### config.mk
export PLATFORM = sky130hd
export DESIGN_NAME = act_mon_top
export DESIGN_NICKNAME = d
export VERILOG_FILES = /design/src/rtl/act_mon_pkg.sv /design/src/rtl/act_mon_timer.sv /design/src/rtl/act_mon_chan.sv /design/src/rtl/act_mon_top.sv
export SDC_FILE = /design/constraint.sdc
export NUM_CORES = 2
export LEC_CHECK = 0
export BUFFER_PORTS_ARGS = -buffer_cell sky130_fd_sc_hd__buf_4
export CORE_AREA = 3 3 352 354
export DETAILED_ROUTE_END_ITERATION = 8
export DIE_AREA = 0 0 355 357
export GPL_ROUTABILITY_DRIVEN = 0
export GPL_TIMING_DRIVEN = 0
export PLACE_DENSITY = 0.58
export SLEW_MARGIN = 10
export SYNTH_ARGS = -nofsm -noshare
export SYNTH_HDL_FRONTEND = slang
export SYNTH_SLANG_ARGS = --single-unit
### constraint.sdc
create_clock -name clk -period 17.93 [get_ports clk]
set_input_delay 0 -clock clk [delete_from_list [all_inputs] [get_ports clk]]
set_output_delay 0 -clock clk [all_outputs]
set_load 0.05 [all_outputs]
### src/rtl/act_mon_pkg.sv
`timescale 1ns/1ps
package act_mon_pkg;

    localparam int AM_DW    = 32;
    localparam int AM_OFF_W = 6;
    localparam int AM_K_W   = 3;
    localparam int AM_RUN_W = 3;

    typedef enum logic [AM_OFF_W-1:0] {
        OFF_CTRL = 6'h00,
        OFF_HI   = 6'h04,
        OFF_LO   = 6'h08,
        OFF_SEED = 6'h0C,
        OFF_AHI  = 6'h10,
        OFF_ALO  = 6'h14,
        OFF_WGT  = 6'h18,
        OFF_AVG  = 6'h20,
        OFF_EVT  = 6'h24
    } chan_off_e;

    localparam logic [AM_DW-1:0] CTRL_MASK = 32'hFFB4_1C00;

    typedef struct packed {
        logic                en;
        logic                hi_en;
        logic                lo_en;
        logic [AM_RUN_W-1:0] hi_num;
        logic [AM_RUN_W-1:0] lo_num;
        logic                avg_hi_en;
        logic                avg_lo_en;
        logic                sample;
        logic [AM_K_W-1:0]   k;
    } chan_cfg_t;

    // event word layout, kept in the top nibble of offset 0x24
    typedef struct packed {
        logic run_hi;
        logic run_lo;
        logic avg_hi;
        logic avg_lo;
    } chan_evt_t;

    function automatic chan_cfg_t cfg_unpack(input logic [AM_DW-1:0] r);
        chan_cfg_t c;
        c.en        = r[31];
        c.hi_en     = r[30];
        c.lo_en     = r[29];
        c.hi_num    = r[28:26];
        c.lo_num    = r[25:23];
        c.avg_hi_en = r[21];
        c.avg_lo_en = r[20];
        c.sample    = r[18];
        c.k         = r[12:10];
        return c;
    endfunction

    function automatic logic [AM_DW-1:0] sat_add(input logic [AM_DW-1:0] a,
                                                input logic [AM_DW-1:0] b);
        logic [AM_DW:0] s;
        s = {1'b0, a} + {1'b0, b};
        return s[AM_DW] ? {AM_DW{1'b1}} : s[AM_DW-1:0];
    endfunction

    function automatic logic [AM_DW-1:0] avg_next(input logic [AM_DW-1:0] avg,
                                                 input logic [AM_DW-1:0] tot,
                                                 input logic [AM_K_W-1:0] k);
        logic signed [AM_DW:0] diff;
        logic signed [AM_DW:0] step;
        logic [AM_K_W:0]       sh;
        diff = $signed({1'b0, tot}) - $signed({1'b0, avg});
        sh   = {1'b0, k} + 1'b1;
        step = diff >>> sh;
        return avg + step[AM_DW-1:0];
    endfunction

endpackage

### src/rtl/act_mon_timer.sv
`timescale 1ns/1ps
module act_mon_timer #(
    parameter int PRESC = 4,
    parameter int PER_W = 16
) (
    input  logic             clk,
    input  logic             rst,
    input  logic             run_i,
    input  logic [PER_W-1:0] period_i,
    output logic             close_o
);
    localparam int PW = (PRESC > 1) ? $clog2(PRESC) : 1;

    logic             tick;
    logic [PER_W-1:0] tick_q;

    generate
        if (PRESC == 1) begin : g_nodiv
            assign tick = run_i;
        end else begin : g_div
            logic [PW-1:0] div_q;
            always_ff @(posedge clk) begin
                if (rst || !run_i)
                    div_q <= '0;
                else if (div_q == PW'(PRESC-1))
                    div_q <= '0;
                else
                    div_q <= div_q + 1'b1;
            end
            assign tick = run_i && (div_q == PW'(PRESC-1));
        end
    endgenerate

    assign close_o = tick && (tick_q >= period_i);

    always_ff @(posedge clk) begin
        if (rst || !run_i)
            tick_q <= '0;
        else if (close_o)
            tick_q <= '0;
        else if (tick)
            tick_q <= tick_q + 1'b1;
    end
endmodule

### src/rtl/act_mon_chan.sv
`timescale 1ns/1ps
module act_mon_chan
    import act_mon_pkg::*;
(
    input  logic                clk,
    input  logic                rst,
    input  logic                wr_i,
    input  logic [AM_OFF_W-1:0] off_i,
    input  logic [AM_DW-1:0]    wdata_i,
    input  logic                evt_i,
    input  logic                close_i,
    output logic [AM_DW-1:0]    rdata_o,
    output logic                irq_o,
    output logic                active_o,
    output logic                seed_wr_o,
    output logic [AM_DW-1:0]    avg_o,
    output logic [AM_DW-1:0]    tot_o,
    output logic [AM_RUN_W-1:0] run_hi_o,
    output logic [AM_RUN_W-1:0] hi_num_o
);
    logic [AM_DW-1:0]    ctrl_q, hi_q, lo_q, ahi_q, alo_q, wgt_q, avg_q, tot_q;
    logic [AM_RUN_W-1:0] run_hi_q, run_lo_q, run_hi_d, run_lo_d;
    chan_evt_t           evt_q, evt_set, evt_clr;
    chan_cfg_t           cfg;
    logic                closing, brk_hi, brk_lo;
    logic [AM_DW-1:0]    avg_d;

    assign cfg      = cfg_unpack(ctrl_q);
    assign active_o = cfg.en && cfg.sample;
    assign closing  = close_i && active_o;
    assign brk_hi   = tot_q > hi_q;
    assign brk_lo   = tot_q < lo_q;
    assign avg_d    = avg_next(avg_q, tot_q, cfg.k);

    always_comb begin
        evt_set  = '0;
        run_hi_d = '0;
        run_lo_d = '0;
        if (cfg.hi_en && brk_hi) begin
            if (run_hi_q == cfg.hi_num) evt_set.run_hi = closing;
            else                        run_hi_d = run_hi_q + 1'b1;
        end
        if (cfg.lo_en && brk_lo) begin
            if (run_lo_q == cfg.lo_num) evt_set.run_lo = closing;
            else                        run_lo_d = run_lo_q + 1'b1;
        end
        evt_set.avg_hi = closing && cfg.avg_hi_en && (avg_d > ahi_q);
        evt_set.avg_lo = closing && cfg.avg_lo_en && (avg_d < alo_q);
    end

    assign evt_clr   = (wr_i && off_i == OFF_EVT) ? chan_evt_t'(wdata_i[31:28]) : '0;
    assign seed_wr_o = wr_i && off_i == OFF_SEED;

    always_ff @(posedge clk) begin
        if (rst) begin
            ctrl_q <= '0; hi_q <= '0; lo_q <= '0; ahi_q <= '0; alo_q <= '0;
            wgt_q <= '0; avg_q <= '0; tot_q <= '0;
            run_hi_q <= '0; run_lo_q <= '0; evt_q <= '0;
        end else begin
            if (closing) begin
                avg_q    <= avg_d;
                tot_q    <= evt_i ? wgt_q : '0;
                run_hi_q <= run_hi_d;
                run_lo_q <= run_lo_d;
            end else if (active_o && evt_i) begin
                tot_q <= sat_add(tot_q, wgt_q);
            end
            evt_q <= (evt_q & ~evt_clr) | evt_set;
            if (wr_i) begin
                case (off_i)
                    OFF_CTRL: begin
                        ctrl_q   <= wdata_i & CTRL_MASK;
                        run_hi_q <= '0;
                        run_lo_q <= '0;
                    end
                    OFF_HI:   hi_q  <= wdata_i;
                    OFF_LO:   lo_q  <= wdata_i;
                    OFF_AHI:  ahi_q <= wdata_i;
                    OFF_ALO:  alo_q <= wdata_i;
                    OFF_WGT:  wgt_q <= wdata_i;
                    OFF_SEED: avg_q <= wdata_i;
                    default: ;
                endcase
            end
        end
    end

    always_comb begin
        case (off_i)
            OFF_CTRL: rdata_o = ctrl_q;
            OFF_HI:   rdata_o = hi_q;
            OFF_LO:   rdata_o = lo_q;
            OFF_AHI:  rdata_o = ahi_q;
            OFF_ALO:  rdata_o = alo_q;
            OFF_WGT:  rdata_o = wgt_q;
            OFF_AVG:  rdata_o = avg_q;
            OFF_EVT:  rdata_o = {evt_q, 28'h0};
            default:  rdata_o = '0;
        endcase
    end

    assign irq_o    = |evt_q;
    assign avg_o    = avg_q;
    assign tot_o    = tot_q;
    assign run_hi_o = run_hi_q;
    assign hi_num_o = cfg.hi_num;
endmodule

### src/rtl/act_mon_top.sv
`timescale 1ns/1ps
module act_mon_top
    import act_mon_pkg::*;
#(
    parameter int NUM_CH  = 2,
    parameter int AW      = 10,
    parameter int CH_BASE = 256,
    parameter int PRESC   = 4,
    parameter int PER_W   = 16
) (
    input  logic              clk,
    input  logic              rst,
    input  logic              reg_wr,
    input  logic [AW-1:0]     reg_addr,
    input  logic [31:0]       reg_wdata,
    output logic [31:0]       reg_rdata,
    input  logic [NUM_CH-1:0] evt_i,
    output logic              irq_o
);
    localparam int BLK_W   = AW - AM_OFF_W;
    localparam int BLK0    = CH_BASE >> AM_OFF_W;
    localparam int GST_TOP = 26;
    localparam logic [AM_OFF_W-1:0] OFF_GPER = 6'h04;

    logic [BLK_W-1:0]    blk;
    logic [AM_OFF_W-1:0] off;
    logic                glob_sel;
    logic [PER_W-1:0]    period_q;
    logic                period_end_w, any_active, stat_wr_w;

    logic [NUM_CH-1:0]                ch_sel, ch_irq, ch_active_w, ch_seed_wr_w;
    logic [NUM_CH-1:0][AM_DW-1:0]     ch_rdata, ch_avg_w, ch_tot_w;
    logic [NUM_CH-1:0][AM_RUN_W-1:0]  ch_run_hi_w, ch_hi_num_w;
    logic [31:0]                      gstat, ch_rd_or;

    assign blk      = reg_addr[AW-1:AM_OFF_W];
    assign off      = reg_addr[AM_OFF_W-1:0];
    assign glob_sel = (blk == '0);

    always_ff @(posedge clk) begin
        if (rst)
            period_q <= '0;
        else if (reg_wr && glob_sel && off == OFF_GPER)
            period_q <= reg_wdata[PER_W-1:0];
    end

    assign any_active = |ch_active_w;

    act_mon_timer #(.PRESC(PRESC), .PER_W(PER_W)) u_timer (
        .clk(clk), .rst(rst), .run_i(any_active),
        .period_i(period_q), .close_o(period_end_w)
    );

    generate
        for (genvar i = 0; i < NUM_CH; i++) begin : g_ch
            assign ch_sel[i] = (blk == BLK_W'(BLK0 + i));
            act_mon_chan u_chan (
                .clk(clk), .rst(rst),
                .wr_i(reg_wr && ch_sel[i]), .off_i(off), .wdata_i(reg_wdata),
                .evt_i(evt_i[i]), .close_i(period_end_w),
                .rdata_o(ch_rdata[i]), .irq_o(ch_irq[i]),
                .active_o(ch_active_w[i]), .seed_wr_o(ch_seed_wr_w[i]),
                .avg_o(ch_avg_w[i]), .tot_o(ch_tot_w[i]),
                .run_hi_o(ch_run_hi_w[i]), .hi_num_o(ch_hi_num_w[i])
            );
        end
    endgenerate

    assign stat_wr_w = reg_wr && (|ch_sel) && (off == OFF_EVT);

    always_comb begin
        gstat    = '0;
        ch_rd_or = '0;
        for (int i = 0; i < NUM_CH; i++) begin
            gstat[GST_TOP-i] = ch_irq[i];
            if (ch_sel[i]) ch_rd_or = ch_rd_or | ch_rdata[i];
        end
    end

    always_comb begin
        if (glob_sel) begin
            case (off)
                6'h00:    reg_rdata = gstat;
                OFF_GPER: reg_rdata = 32'(period_q);
                default:  reg_rdata = '0;
            endcase
        end else begin
            reg_rdata = ch_rd_or;
        end
    end

    assign irq_o = |ch_irq;
endmodule

==> flow_summary.toml <==
[pwr]
p_sw_frac = 0.262
power_frac_seq = 0.449
p_int_mw = 1.94
clockPowerShare = 0.484
p_leak_nw = 18.5
irDropWorstVdd_mv = 0.0658
power_frac_comb = 0.067
switchingPower_uw = 690
powerDensity_mw_per_mm2 = 55.8

[yosys]
synth_most_common_cell = "nand2_1"
synth_nets = 6282
syn_area_per_cell_um2 = 7.33
synth_largest_area_cell = "dfxtp_1"
synthArstFlopShare = 0
syn-instance-count = 5763
synthFlopType = "dfxtp_1"
synth_top_area_frac = 0.252
ys_types = 103
synth-edff-count = 0
synth_warnings = 0
ys_seq_area_frac = 0.252
synthTopCellsByArea = "dfxtp_1 25%, ha_1 14%, nand2_1 10%"
synthTopCellsByCount = "1,131 x nand2_1, 715 x a21oi_1, 532 x dfxtp_1, 466 x ha_1, 389 x inv_1"
synth-seq-cells = 532
netlist_area_mm2 = 0.0423

[hold_path]
hold_class = "in2reg"

[grt]
grt_max_degree = 16
grtUsageTotal = 0.280
grt_antenna_before_repair = 1
grt_pass1_wl_um = 267000
grt.overflow.total = 0
grt_pass1_vias = 40000

[floorplan]
die_x_um = 355
rows = 128
die_h_um = 357
start_util = 0.348
coreArea_mm2 = 0.121
dieArea_mm2 = 0.127
design.portCount = 80

[clock_tree]
cts.sinks = 532
cts_tree = "built"
cts_buffer_depth = 3
clock-root-buffer = "clkbuf_16"
cts-buffers-inserted = 60
cts_resized = 0
h-tree-depth = 2
path_clk_slew_ns = 0.07
clock_latency_ns = 0.68

[sta]
timing.hold.ws_ns = 0.151
max_freq_mhz = 112
hold_violations = 0
fin_skew_ns = 0.0358
worst_pin_slew_ns = 1.41
min_period_over_period = 0.497
rsz0062_at_grt = "false"
layout_setup_ws_ns = 9.01
final_max_slew_viol_count = 0
fin_tns_setup_ns = 0
setup_viol = 0
finalCriticalPeriod_ns = 8.92
slew_headroom = 0.0620

[cells_and_area]
final_nets = 6459
nFillCells = 12800
area_delta_synth_final_pct = 11.8
multi_input_area_mm2 = 0.0289
drive_gt1_frac = 0.0460
post-route-util = 0.389
seqCellArea_mm2 = 0.0107

[setup_path]
startpoint_type = "flop"
cp-end-kind = "flop"
crit_type = "reg2reg"
cp.required_ns = 18.46
critPathMaxFanout = 5
slowest_delay_ns = 0.56
cpMostUsedCell = "a21oi_1"
crit_slowest_cell = "a311oi_1"
critPathArrivalTime_ns = 9.45

[placement]
dp_hpwl_um = 151000
place.port_buffers = 75
dpl_worst_slack_ns = 9.24

[outcome]
status = "finished, final reports clean"

[drt]
vias = 44700
wirelength_um = 185000
ant_nets = 0
post-route-drc-count = 0
wire_per_inst_um = 24.3
vias_per_cell = 5.87
dr.pass1.iters = 9
drtIter0Drc = 6408

[flow_run]
max_cap_violations = 0
## layout make-up
cell class | instances | share of cell area
Tap cell | 1625 | 0.0430
Clock buffer | 87 | 0.0373
Clock inverter | 19 | 0.00395
Antenna cell | 1 | 0.0000530
Timing Repair Buffer | 115 | 0.0205
Multi-Input combinational cell | 4510 | 0.612
Sequential cell | 532 | 0.225
Buffer | 331 | 0.0269
Inverter | 390 | 0.0310
## metal layers
metal	up-vias	GRT usage	share of wire
met1	21100	0.399	0.44
li1	20700	-	-
met4	2	0.131	0.055
met3	401	0.0574	0.11
met5	-	0	0.000070
met2	2457	0.400	0.40
## power groups by stage
stage          Clock, mW  Combinational [mW]  Sequential [mW]
2_1_floorplan          0              0.0761             1.21
3_3_place_gp           0               0.160             1.21
3_5_place_dp           0               0.160             1.21
4_1_cts             1.27               0.167             1.18
5_1_grt             1.32               0.179             1.18
6_report            1.28               0.176             1.18
## state kept, by name (all words and copies together), names as in the netlist
| signal | cells |
|---|---|
| g_ch.u_chan.alo_q | 64 |
| g_ch.u_chan.run_lo_q | 6 |
| g_ch.u_chan.wgt_q | 64 |
| g_ch.u_chan.lo_q | 64 |
| g_ch.u_chan.hi_q | 64 |
| g_ch.u_chan.avg_o | 64 |
| g_ch.u_chan.ctrl_q | 30 |
| g_ch.u_chan.tot_o | 64 |
| g_ch.u_chan.evt_q | 8 |
| g_ch.u_chan.ahi_q | 64 |
| u_timer.g_div.div_q | 2 |
| period_q | 16 |
| u_timer.tick_q | 16 |
| g_ch.u_chan.run_hi_o | 6 |
## kinds of logic (layout without fill, tap and decap cells)
| kind of cell | Yosys count | count (layout) | synth area share |
|---|---|---|---|
| adders and majority gates | 472 | 472 | 0.141 |
| muxes | 182 | 182 | 0.0468 |
| DFF | 532 | 532 | 0.252 |
| xor gates and xnor gates | 194 | 194 | 0.0407 |
| buffers and inverters | 721 | 942 | 0.0646 |
| AOI/OAI and AO/OA | 1747 | 1747 | 0.260 |
| other | 0 | 1 | 0 |
| and+or+nand+nor | 1915 | 1915 | 0.195 |
## final timing paths
kind | start | end | slack [ns] | depth (start not counted)
worst max-delay path | g_ch[1].u_chan.tot_o[0]$_SDFFE_PP0P_ | g_ch[1].u_chan.evt_q[1]$_SDFF_PP0_ | 9.01 | 39
worst min-delay path | reg_addr[5] | g_ch[1].u_chan.evt_q[3]$_SDFF_PP0_ | 0.15 | 6
worst max register to register | g_ch[1].u_chan.tot_o[0]$_SDFFE_PP0P_ | g_ch[1].u_chan.evt_q[1]$_SDFF_PP0_ | 9.01 | 39
worst min register to register | u_timer.g_div.div_q[0]$_SDFF_PP0_ | u_timer.g_div.div_q[0]$_SDFF_PP0_ | 0.45 | 1
## metrics by stage
stage | total power [mW] | instances | cell area (um2)
finish | 2.63 | 7610 | 47300
global placement | 1.37 | 7463 | 44900
detailed placement | 1.37 | 7465 | 44900
CTS | 2.62 | 7607 | 47200
global route | 2.68 | 7609 | 47200
floorplan | 1.28 | 5763 | 42300
## critical path, delay by kind of cell, from the launching register on
kind | cells | cell delay [ns]
muxes | 3 | 0.56
adders and majority gates | 4 | 1.18
buffers and inverters | 1 | 0.17
xor gates and xnor gates | 1 | 0.19
AOI/OAI and AO/OA | 19 | 4.95
DFF | 1 | 0.43
and+or+nand+nor | 11 | 1.28
## placed cells by master, fill, tap and decap left out, types with 61 or more instances in the layout
cell type / instances
xor2_1: 81
nand4_1: 68
dfxtp_1: 532
nor3_1: 66
xnor2_1: 111
a21oi_1: 715
ha_1: 466
nand2b_1: 63
a221oi_1: 100
clkbuf_16: 61
clkbuf_1: 308
mux2i_1: 147
o21ai_0: 291
nand2_1: 1131
buf_4: 75
nor2_1: 326
a21o_1: 187
nand3_1: 69
inv_1: 389
## what timing repair did
action / 4_1_cts / 5_1_grt
buffers inserted: 0 / 0
hold buffers: 36 / 0
hold endpoints to repair: 120 / 0
(Power assumes the default switching activity.)
